File: src/rtl/exec_alu.sv
module exec_alu #(
  parameter int W    = 16,
  parameter int IMMW = 5,
  parameter int IDXW = 3
) (
  input  logic [W-1:0]    instr,
  input  logic [W-1:0]    rd_a,
  input  logic [W-1:0]    rd_b,
  input  logic [1:0]      func,
  input  logic            bus_en,
  output logic [W-1:0]    result,
  output logic [IDXW-1:0] dst_idx,
  output logic [IDXW-1:0] src1_idx,
  output logic [IDXW-1:0] src2_idx
);
  localparam int DST_LO = 9;
  localparam int SR1_LO = 6;
  localparam int SEL_BIT = IMMW;

  logic [W-1:0] imm_ext, opb, fout;

  assign dst_idx  = instr[DST_LO +: IDXW];
  assign src1_idx = instr[SR1_LO +: IDXW];
  assign src2_idx = instr[0 +: IDXW];

  assign imm_ext = {{(W-IMMW){instr[IMMW-1]}}, instr[IMMW-1:0]};
  assign opb     = instr[SEL_BIT] ? imm_ext : rd_b;

  always_comb begin
    case (func)
      2'b00:   fout = rd_a + opb;
      2'b01:   fout = rd_a;
      2'b10:   fout = ~rd_a;
      default: fout = rd_a & opb;
    endcase
  end

  assign result = bus_en ? fout : '0;

  always_comb begin
    if (!bus_en)
      assert_bus_idle_R8: assert (result == '0);
    if (bus_en && func == 2'b01)
      assert_pass_a_R4: assert (result == rd_a);
    if (bus_en && func == 2'b10)
      assert_compl_R3: assert ((result ^ rd_a) == '1);
    if (bus_en && func == 2'b00 && instr[SEL_BIT])
      assert_imm_add_R5: assert (W'(result - rd_a) == imm_ext);
    if (bus_en && func == 2'b11 && !instr[SEL_BIT])
      assert_reg_and_R6: assert ((result & ~rd_b) == '0);
  end
endmodule

File: config.mk
export PLATFORM = sky130hd
export DESIGN_NAME = exec_alu
export DESIGN_NICKNAME = d
export VERILOG_FILES = /design/src/rtl/exec_alu.sv
export SDC_FILE = /design/constraint.sdc
export NUM_CORES = 1
export LEC_CHECK = 0
export ABC_CLOCK_PERIOD_IN_PS = 7000
export BUFFER_PORTS_ARGS = -buffer_cell sky130_fd_sc_hd__buf_2
export CORE_AREA = 8 8 67 69
export DETAILED_ROUTE_END_ITERATION = 10
export DIE_AREA = 0 0 75 77
export PLACE_DENSITY = 0.75
export RECOVER_POWER = 50
export SYNTH_ARGS = -nofsm -noshare
export SYNTH_HDL_FRONTEND = slang
export SYNTH_SLANG_ARGS = --single-unit
export TNS_END_PERCENT = 30
File: constraint.sdc
create_clock -name vclk -period 7
set_input_delay 0.7 -clock vclk [all_inputs]
set_output_delay 0.7 -clock vclk [all_outputs]
set_load 0.01 [all_outputs]
==> results of run 1 <==
[worst max-delay path: cells and delay by family]
kind                     cells  cell delay [ns]
AO/OA/AOI/OAI                6             1.17
adder cells (fa/ha/maj)      1             0.33
buffers and inverters        2             0.70
multiplexers                 1             0.23
AND/OR/NAND/NOR              2             0.53
[final timing paths]
path	endpoint	slack, ns	cells after the start
hold / removal	src1_idx[2]	1.40	0
setup / recovery	result[11]	2.63	12
[power by group]
group	internal (W)	switching, W
Sequential	0	0
Clock	0	0
Combinational	0.0000670	0.0000818
Total	0.0000670	0.0000818
[layout make-up]
cell class	count	area (sq um)	area share
multi-input cells	175	1240	0.743
repair buffers	60	294	0.176
inverters	20	75.1	0.0449
well taps	48	60.1	0.0360
[routing by layer]
metal | vias up | track usage
li1 | 859 | -
met1 | 727 | 0.174
met2 | 50 | 0.238
met3 | 2 | 0.0143
met4 | 0 | 0.00392
met5 | - | 0
[metrics by stage]
stage | hold slack [ns] | cells
after CTS | 1.40 | 303
after detailed placement | 1.40 | 303
after global placement | 1.40 | 303
after global routing | 1.40 | 303
final | 1.40 | 303
after floorplan | 1.49 | 220
[layout by cell type (no fill, tap or decap), drive strengths merged, types with 5 or more instances in the layout]
master,instances
a21oi,23
and3,6
buf,55
clkbuf,5
ha,16
inv,20
mux2,9
nand2,21
nor2,11
o211ai,8
o21ai,26
o221ai,5
o22ai,5
xnor2,6
xor2,6
[logic make-up (layout without fill, tap and decap cells)]
| kind of cell | after synthesis | after routing | synth area share |
|---|---|---|---|
| buffers and inverters | 45 | 80 | 0.146 |
| AOI/OAI and AO/OA | 86 | 86 | 0.386 |
| adders and majority gates | 17 | 17 | 0.152 |
| muxes | 12 | 12 | 0.0930 |
| and+or+nand+nor | 48 | 48 | 0.152 |
| xor gates and xnor gates | 12 | 12 | 0.0724 |
==> impl_metrics.env, run 1 <==
export IMPL_highest_layer="met4"
export IMPL_setup_tns_ns=0
export IMPL_cts_setup_buffers=0
export IMPL_met2WireLength_um=1880
export IMPL_drc_errors=0
export IMPL_synthCells=220
export IMPL_viasPerCell=5.41
export IMPL_groute_usage_overall=0.135
export IMPL_core_area_sq_um=3500
export IMPL_slew_headroom=0.496
export IMPL_seq_cell_count=0
export IMPL_die_width_um=75
export IMPL_required_ns=6.30
export IMPL_outcome="finished clean"
export IMPL_cp_cell_sequence="clkbuf_1 -> nand2_1 -> o21ai_0 -> ha_1 -> a21oi_2 -> nand2_1 -> a31oi_2 -> o21ai_2 -> a311oi_2 -> mux2_4 -> a21oi_2 -> buf_2"
export IMPL_rows=22
export IMPL_power_w=0.000149
export IMPL_crit_fanout=17
export IMPL_cp_arrival_ns=3.67
export IMPL_die_h_um=77
export IMPL_fillCellCount=380
export IMPL_ys_top_cells_by_count="o21ai_0, a21oi_1, nand2_1"
export IMPL_fin_ws_ns=2.63
export IMPL_maxCapViolCount=0
export IMPL_drive_gt1_frac=0.275
export IMPL_grt_overflow=0
export IMPL_peakVddDrop_mv=0.0320
export IMPL_syn_num_nets=288
export IMPL_wl_met1_um=1810
export IMPL_grt_max_degree=44
export IMPL_rsz0062_at_grt="no"
export IMPL_hold_viol=0
export IMPL_syn_area_sq_um=1450
export IMPL_timing_fmax_mhz=229
export IMPL_setup_violations=0
export IMPL_hold_buffers=0
export IMPL_dr_wl_met3_um=401
export IMPL_placed_area_sq_um=1680
export IMPL_routedWlPerCell_um=13.5
export IMPL_critPathMaxStageDelay_ns=0.56
export IMPL_numPortBuffers=60
export IMPL_grt_pass1_wl_um=6760
export IMPL_crit_type="in2out"
export IMPL_postSynthAreaPerCell_sq_um=6.60
export IMPL_end_kind="primary output"
export IMPL_final_min_clock_period_ns=4.37
export IMPL_final_core_util=0.478
export IMPL_setup_worst_path_start="instr[5]"
export IMPL_grt_antenna_before_repair=0
export IMPL_start_kind="primary input"
export IMPL_nClkBuffers=0
export IMPL_finalCritPeriodShare=0.625
export IMPL_seqCellArea_sq_um=0
export IMPL_synth_largest_area_cell="ha_1"
export IMPL_place_hpwl_um=3190
export IMPL_drt_iter0_drc=71
export IMPL_fp_dieArea_sq_um=5780
export IMPL_ys_warnings_count=0
export IMPL_grt_pass1_vias=1526
export IMPL_nNetsFinal=325
export IMPL_io_pins=76
export IMPL_p_leak_nw=0.854
export IMPL_hp_class="in2out"
export IMPL_fin_area_sq_um=1670
export IMPL_slew_viol_final=0
export IMPL_synth_most_common_cell="o21ai_0"
export IMPL_start_util=0.416
export IMPL_synth_area_top_cells="ha_1, o21ai_0, a21oi_1"
export IMPL_gp_congestion=0.818
export IMPL_dr_pass1_iters=4
export IMPL_area_growth_pct=15.0
export IMPL_ant_nets=0
export IMPL_antennaDiodeCount=0
export IMPL_power_density_nw_per_um2=89.1
export IMPL_cts_repair_resized=0
export IMPL_min_from="instr[8]"
export IMPL_slowest_stage="clkbuf_1"
export IMPL_netlist_area_leader_share=0.138
export IMPL_tightest_slew_ns=0.757
export IMPL_ys_types=43
export IMPL_wirelength_um=4090
export IMPL_ys_seq_area_frac=0
export IMPL_dp_slack_ns=2.95
export IMPL_vias=1638
Note: power is estimated with default switching activity, not from simulation.
==> run 2, diff against run 1 <==
--- a/config.mk
+++ b/config.mk
@@ -5,7 +5,7 @@
 export SDC_FILE = /design/constraint.sdc
 export NUM_CORES = 1
 export LEC_CHECK = 0
-export ABC_CLOCK_PERIOD_IN_PS = 7000
+export ABC_CLOCK_PERIOD_IN_PS = 4550
 export BUFFER_PORTS_ARGS = -buffer_cell sky130_fd_sc_hd__buf_2
 export CORE_AREA = 8 8 67 69
 export DETAILED_ROUTE_END_ITERATION = 10
==> constraint.sdc (replaced) <==
create_clock -name vclk -period 4.55
set_input_delay 0.455 -clock vclk [all_inputs]
set_output_delay 0.455 -clock vclk [all_outputs]
set_load 0.01 [all_outputs]
==> impl_metrics.env, run 2 (synthesized netlist as in run 1, its figures left out) <==
export IMPL_outcome="finished clean"
export IMPL_nClkBuffers=0
export IMPL_drc_errors=0
export IMPL_ant_nets=0
export IMPL_hold_viol=0
export IMPL_gp_congestion=0.835
export IMPL_dp_cells=303
export IMPL_routedWlPerCell_um=13.7
export IMPL_setup_tns_ns=0
export IMPL_hold_depth=0
export IMPL_place_hpwl_um=3190
export IMPL_mostFrequentLayoutCells="buf_2, o21ai_0, nand2_1, a21oi_1, inv_1"
export IMPL_wirelength_um=4150
export IMPL_rows=22
export IMPL_timing_fmax_mhz=256
export IMPL_area_growth_pct=15.0
export IMPL_start_util=0.416
export IMPL_grt_antenna_before_repair=0
export IMPL_peakVddDrop_mv=0.0441
export IMPL_grt_pass1_vias=1525
export IMPL_setup_violations=0
export IMPL_finalCritPeriodShare=0.859
export IMPL_slowest_stage="clkbuf_1"
export IMPL_critPathMaxStageDelay_ns=0.58
export IMPL_fp_dieArea_sq_um=5780
export IMPL_cts_repair_resized=0
export IMPL_grt_pass1_wl_um=6710
export IMPL_end_kind="primary output"
export IMPL_rsz0062_at_grt="no"
export IMPL_final_min_clock_period_ns=3.91
export IMPL_fillCellCount=385
export IMPL_dr_pass1_iters=4
export IMPL_drt_iter0_drc=82
export IMPL_whs_endpoint="src1_idx[2]"
export IMPL_p_leak_nw=0.854
export IMPL_drive_gt1_frac=0.275
export IMPL_tightest_slew_ns=0.783
export IMPL_hold_buffers=0
export IMPL_start_kind="primary input"
export IMPL_groute_usage_overall=0.133
export IMPL_cts_setup_buffers=0
export IMPL_nNetsFinal=325
export IMPL_cpMostUsedCell="a21oi_1"
export IMPL_numPortBuffers=60
export IMPL_finalNonFillerCells=303
export IMPL_seq_cell_count=0
export IMPL_power_density_nw_per_um2=138
export IMPL_cp_cell_sequence="clkbuf_1 -> mux2_2 -> ha_1 -> fa_1 -> a21oi_1 -> o21ai_0 -> a21oi_1 -> nor2b_1 -> a21boi_0 -> xor2_1 -> o22ai_1 -> buf_2"
export IMPL_die_width_um=75
export IMPL_crit_fanout=17
export IMPL_io_pins=76
export IMPL_grt_max_degree=44
export IMPL_hp_class="in2out"
export IMPL_fin_ws_ns=0.644
export IMPL_vias=1649
export IMPL_grt_overflow=0
export IMPL_maxCapViolCount=0
export IMPL_viasPerCell=5.44
export IMPL_slew_viol_final=0
export IMPL_cp_arrival_ns=3.45
export IMPL_crit_type="in2out"
export IMPL_antennaDiodeCount=0
export IMPL_min_from="instr[8]"
export IMPL_core_area_sq_um=3500
export IMPL_slew_headroom=0.478
export IMPL_seqCellArea_sq_um=0
export IMPL_final_common_cell="buf_2"
export IMPL_die_h_um=77
export IMPL_dp_slack_ns=0.995
export IMPL_required_ns=4.09
run 2: cell counts in the layout (fill, tap and decap cells not counted):
No cell type changed its count.
run 2: worst max-delay path by stage:
stage          startpoint  cells after the start          to
3_5_place_dp     instr[5]                     12   result[8]
5_1_grt          instr[5]                     12  result[14]
2_1_floorplan    instr[5]                     11  result[12]
3_3_place_gp     instr[5]                     12  result[14]
6_report         instr[5]                     12   result[8]
4_1_cts          instr[5]                     12   result[8]
run 2: critical path: cells and delay by family:
family / cells / cell delay (ns)
AOI/OAI and AO/OA: 5 / 0.97
buffers and inverters: 2 / 0.74
adders and majority gates: 2 / 0.64
muxes: 1 / 0.41
and+or+nand+nor: 1 / 0.14
xor gates and xnor gates: 1 / 0.09
run 2: final cells by class:
cell class | instances | area, sq um | share of cell area
timing repair buffer | 60 | 294 | 0.176
inverter | 20 | 75.1 | 0.0449
multi-input combinational | 175 | 1240 | 0.743
tap | 48 | 60.1 | 0.0360
run 2: per-layer routing:
metal | wire [um] | global-route usage
met1 | 1940 | 0.176
met2 | 1820 | 0.226
met5 | 0 | 0
met4 | 8 | 0.00588
met3 | 383 | 0.0195
run 2: power by group:
part	internal, W	leakage [nW]	switching [W]
Sequential	0	0	0
Clock	0	0	0
Combinational	0.000103	0.854	0.000127
run 2: stage by stage:
step | total power, W | utilization | instance area, sq um | hold WS (ns)
3_3_place_gp | 0.000227 | 0.480 | 1680 | 0.910
2_1_floorplan | 0.000177 | - | 1450 | 1.00
6_report | 0.000230 | 0.478 | 1670 | 0.910
4_1_cts | 0.000231 | 0.480 | 1680 | 0.910
3_5_place_dp | 0.000230 | 0.480 | 1680 | 0.910
5_1_grt | 0.000257 | 0.478 | 1670 | 0.910
==> run 3, diff against run 2 <==
==> constraint.sdc (replaced) <==
create_clock -name vclk -period 4.55
set_input_delay 0.455 -clock vclk [all_inputs]
set_output_delay 0.455 -clock vclk [all_outputs]
set_load 0.05 [all_outputs]
==> impl_metrics.env, run 3 (synthesized netlist as in run 1, its figures left out) <==
export IMPL_outcome="finished clean"
export IMPL_grt_pass1_vias=1549
export IMPL_hold_buffers=0
export IMPL_gp_congestion=0.838
export IMPL_peakVddDrop_mv=0.0597
export IMPL_crit_fanout=17
export IMPL_mostFrequentLayoutCells="buf_2, o21ai_0, nand2_1, a21oi_1, inv_1"
export IMPL_p_switching_w=0.000174
export IMPL_hp_class="in2out"
export IMPL_required_ns=4.09
export IMPL_slew_headroom=0.544
export IMPL_power_share_sequential=0
export IMPL_place_hpwl_um=3190
export IMPL_ant_nets=0
export IMPL_grt_max_degree=44
export IMPL_numPortBuffers=60
export IMPL_cts_setup_buffers=0
export IMPL_seq_cell_count=0
export IMPL_p_comb_frac=1.000
export IMPL_start_util=0.416
export IMPL_end_kind="primary output"
export IMPL_die_h_um=77
export IMPL_timing_fmax_mhz=271
export IMPL_nClkBuffers=0
export IMPL_die_width_um=75
export IMPL_fp_dieArea_sq_um=5780
export IMPL_cp_arrival_ns=3.24
export IMPL_finalCritPeriodShare=0.811
export IMPL_setup_violations=0
export IMPL_power_density_nw_per_um2=166
export IMPL_drt_iter0_drc=71
export IMPL_cts_repair_resized=0
export IMPL_final_core_util=0.478
export IMPL_rows=22
export IMPL_start_kind="primary input"
export IMPL_groute_usage_overall=0.136
export IMPL_grt_pass1_wl_um=6800
export IMPL_rsz0062_at_grt="no"
export IMPL_dr_pass1_iters=4
export IMPL_swShare=0.627
export IMPL_final_common_cell="buf_2"
export IMPL_vias=1653
export IMPL_antennaDiodeCount=0
export IMPL_internal_power_w=0.000103
export IMPL_setup_tns_ns=0
export IMPL_wirelength_um=4110
export IMPL_io_pins=76
export IMPL_slew_viol_final=0
export IMPL_p_leak_nw=0.857
export IMPL_clockPowerShare=0
export IMPL_core_area_sq_um=3500
export IMPL_drive_gt1_frac=0.278
export IMPL_grt_overflow=0
export IMPL_tightest_slew_ns=0.684
export IMPL_viasPerCell=5.46
export IMPL_maxCapViolCount=0
export IMPL_area_growth_pct=15.1
export IMPL_final_min_clock_period_ns=3.69
export IMPL_grt_antenna_before_repair=0
export IMPL_seqCellArea_sq_um=0
export IMPL_routedWlPerCell_um=13.6
export IMPL_crit_type="in2out"
export IMPL_nNetsFinal=325
export IMPL_hold_viol=0
export IMPL_drc_errors=0
[run 3: cell count changes in the layout (fill, tap and decap cells not counted)]
cell	before	now
buf_2	55	56
clkbuf_1	5	4
[run 3: worst max-delay path, cell delays in order]
cell and delay, ns:
buf_2 0.29, mux2_2 0.38, ha_1 0.22, fa_1 0.41, a21oi_1 0.20, o21ai_0 0.13
a21oi_1 0.23, nor2b_1 0.13, a21boi_0 0.23, xor2_1 0.09, o22ai_1 0.16, buf_2 0.29
[run 3: metrics by stage]
step           hold WS [ns]  setup WS (ns)  cells  instance area, sq um  power (W)
4_1_cts               0.910          0.847    303                  1680   0.000279
3_3_place_gp          0.910          0.879    303                  1680   0.000274
2_1_floorplan          1.08          0.394    220                  1450   0.000234
5_1_grt               0.910          0.646    303                  1670   0.000307
3_5_place_dp          0.910          0.868    303                  1680   0.000277
6_report              0.910          0.859    303                  1670   0.000277
[run 3: cell type report]
cell class | instances | area (sq um)
fillers | 376 | 1820
inverters | 20 | 75.1
multi-input cells | 175 | 1240
well taps | 48 | 60.1
repair buffers | 60 | 295
[run 3: final timing paths]
kind | start | to | slack (ns) | depth (start not counted)
worst min-delay path | instr[8] | src1_idx[2] | 0.91 | 0
worst max-delay path | instr[5] | result[8] | 0.86 | 12
[run 3: per-layer routing]
metal	share of wire	routed length (um)	GRT usage	vias up
met1	0.45	1870	0.182	742
met2	0.44	1830	0.229	51
li1	-	-	-	856
met3	0.097	398	0.0195	4
met4	0.0041	17	0.00784	0
met5	0	0	0	-
[run 3: power groups by stage]
| stage | Sequential, W | Combinational, W | Clock, W |
|---|---|---|---|
| floorplan | 0 | 0.000234 | 0 |
| global placement | 0 | 0.000274 | 0 |
| detailed placement | 0 | 0.000277 | 0 |
| CTS | 0 | 0.000279 | 0 |
| global route | 0 | 0.000307 | 0 |
| finish | 0 | 0.000277 | 0 |
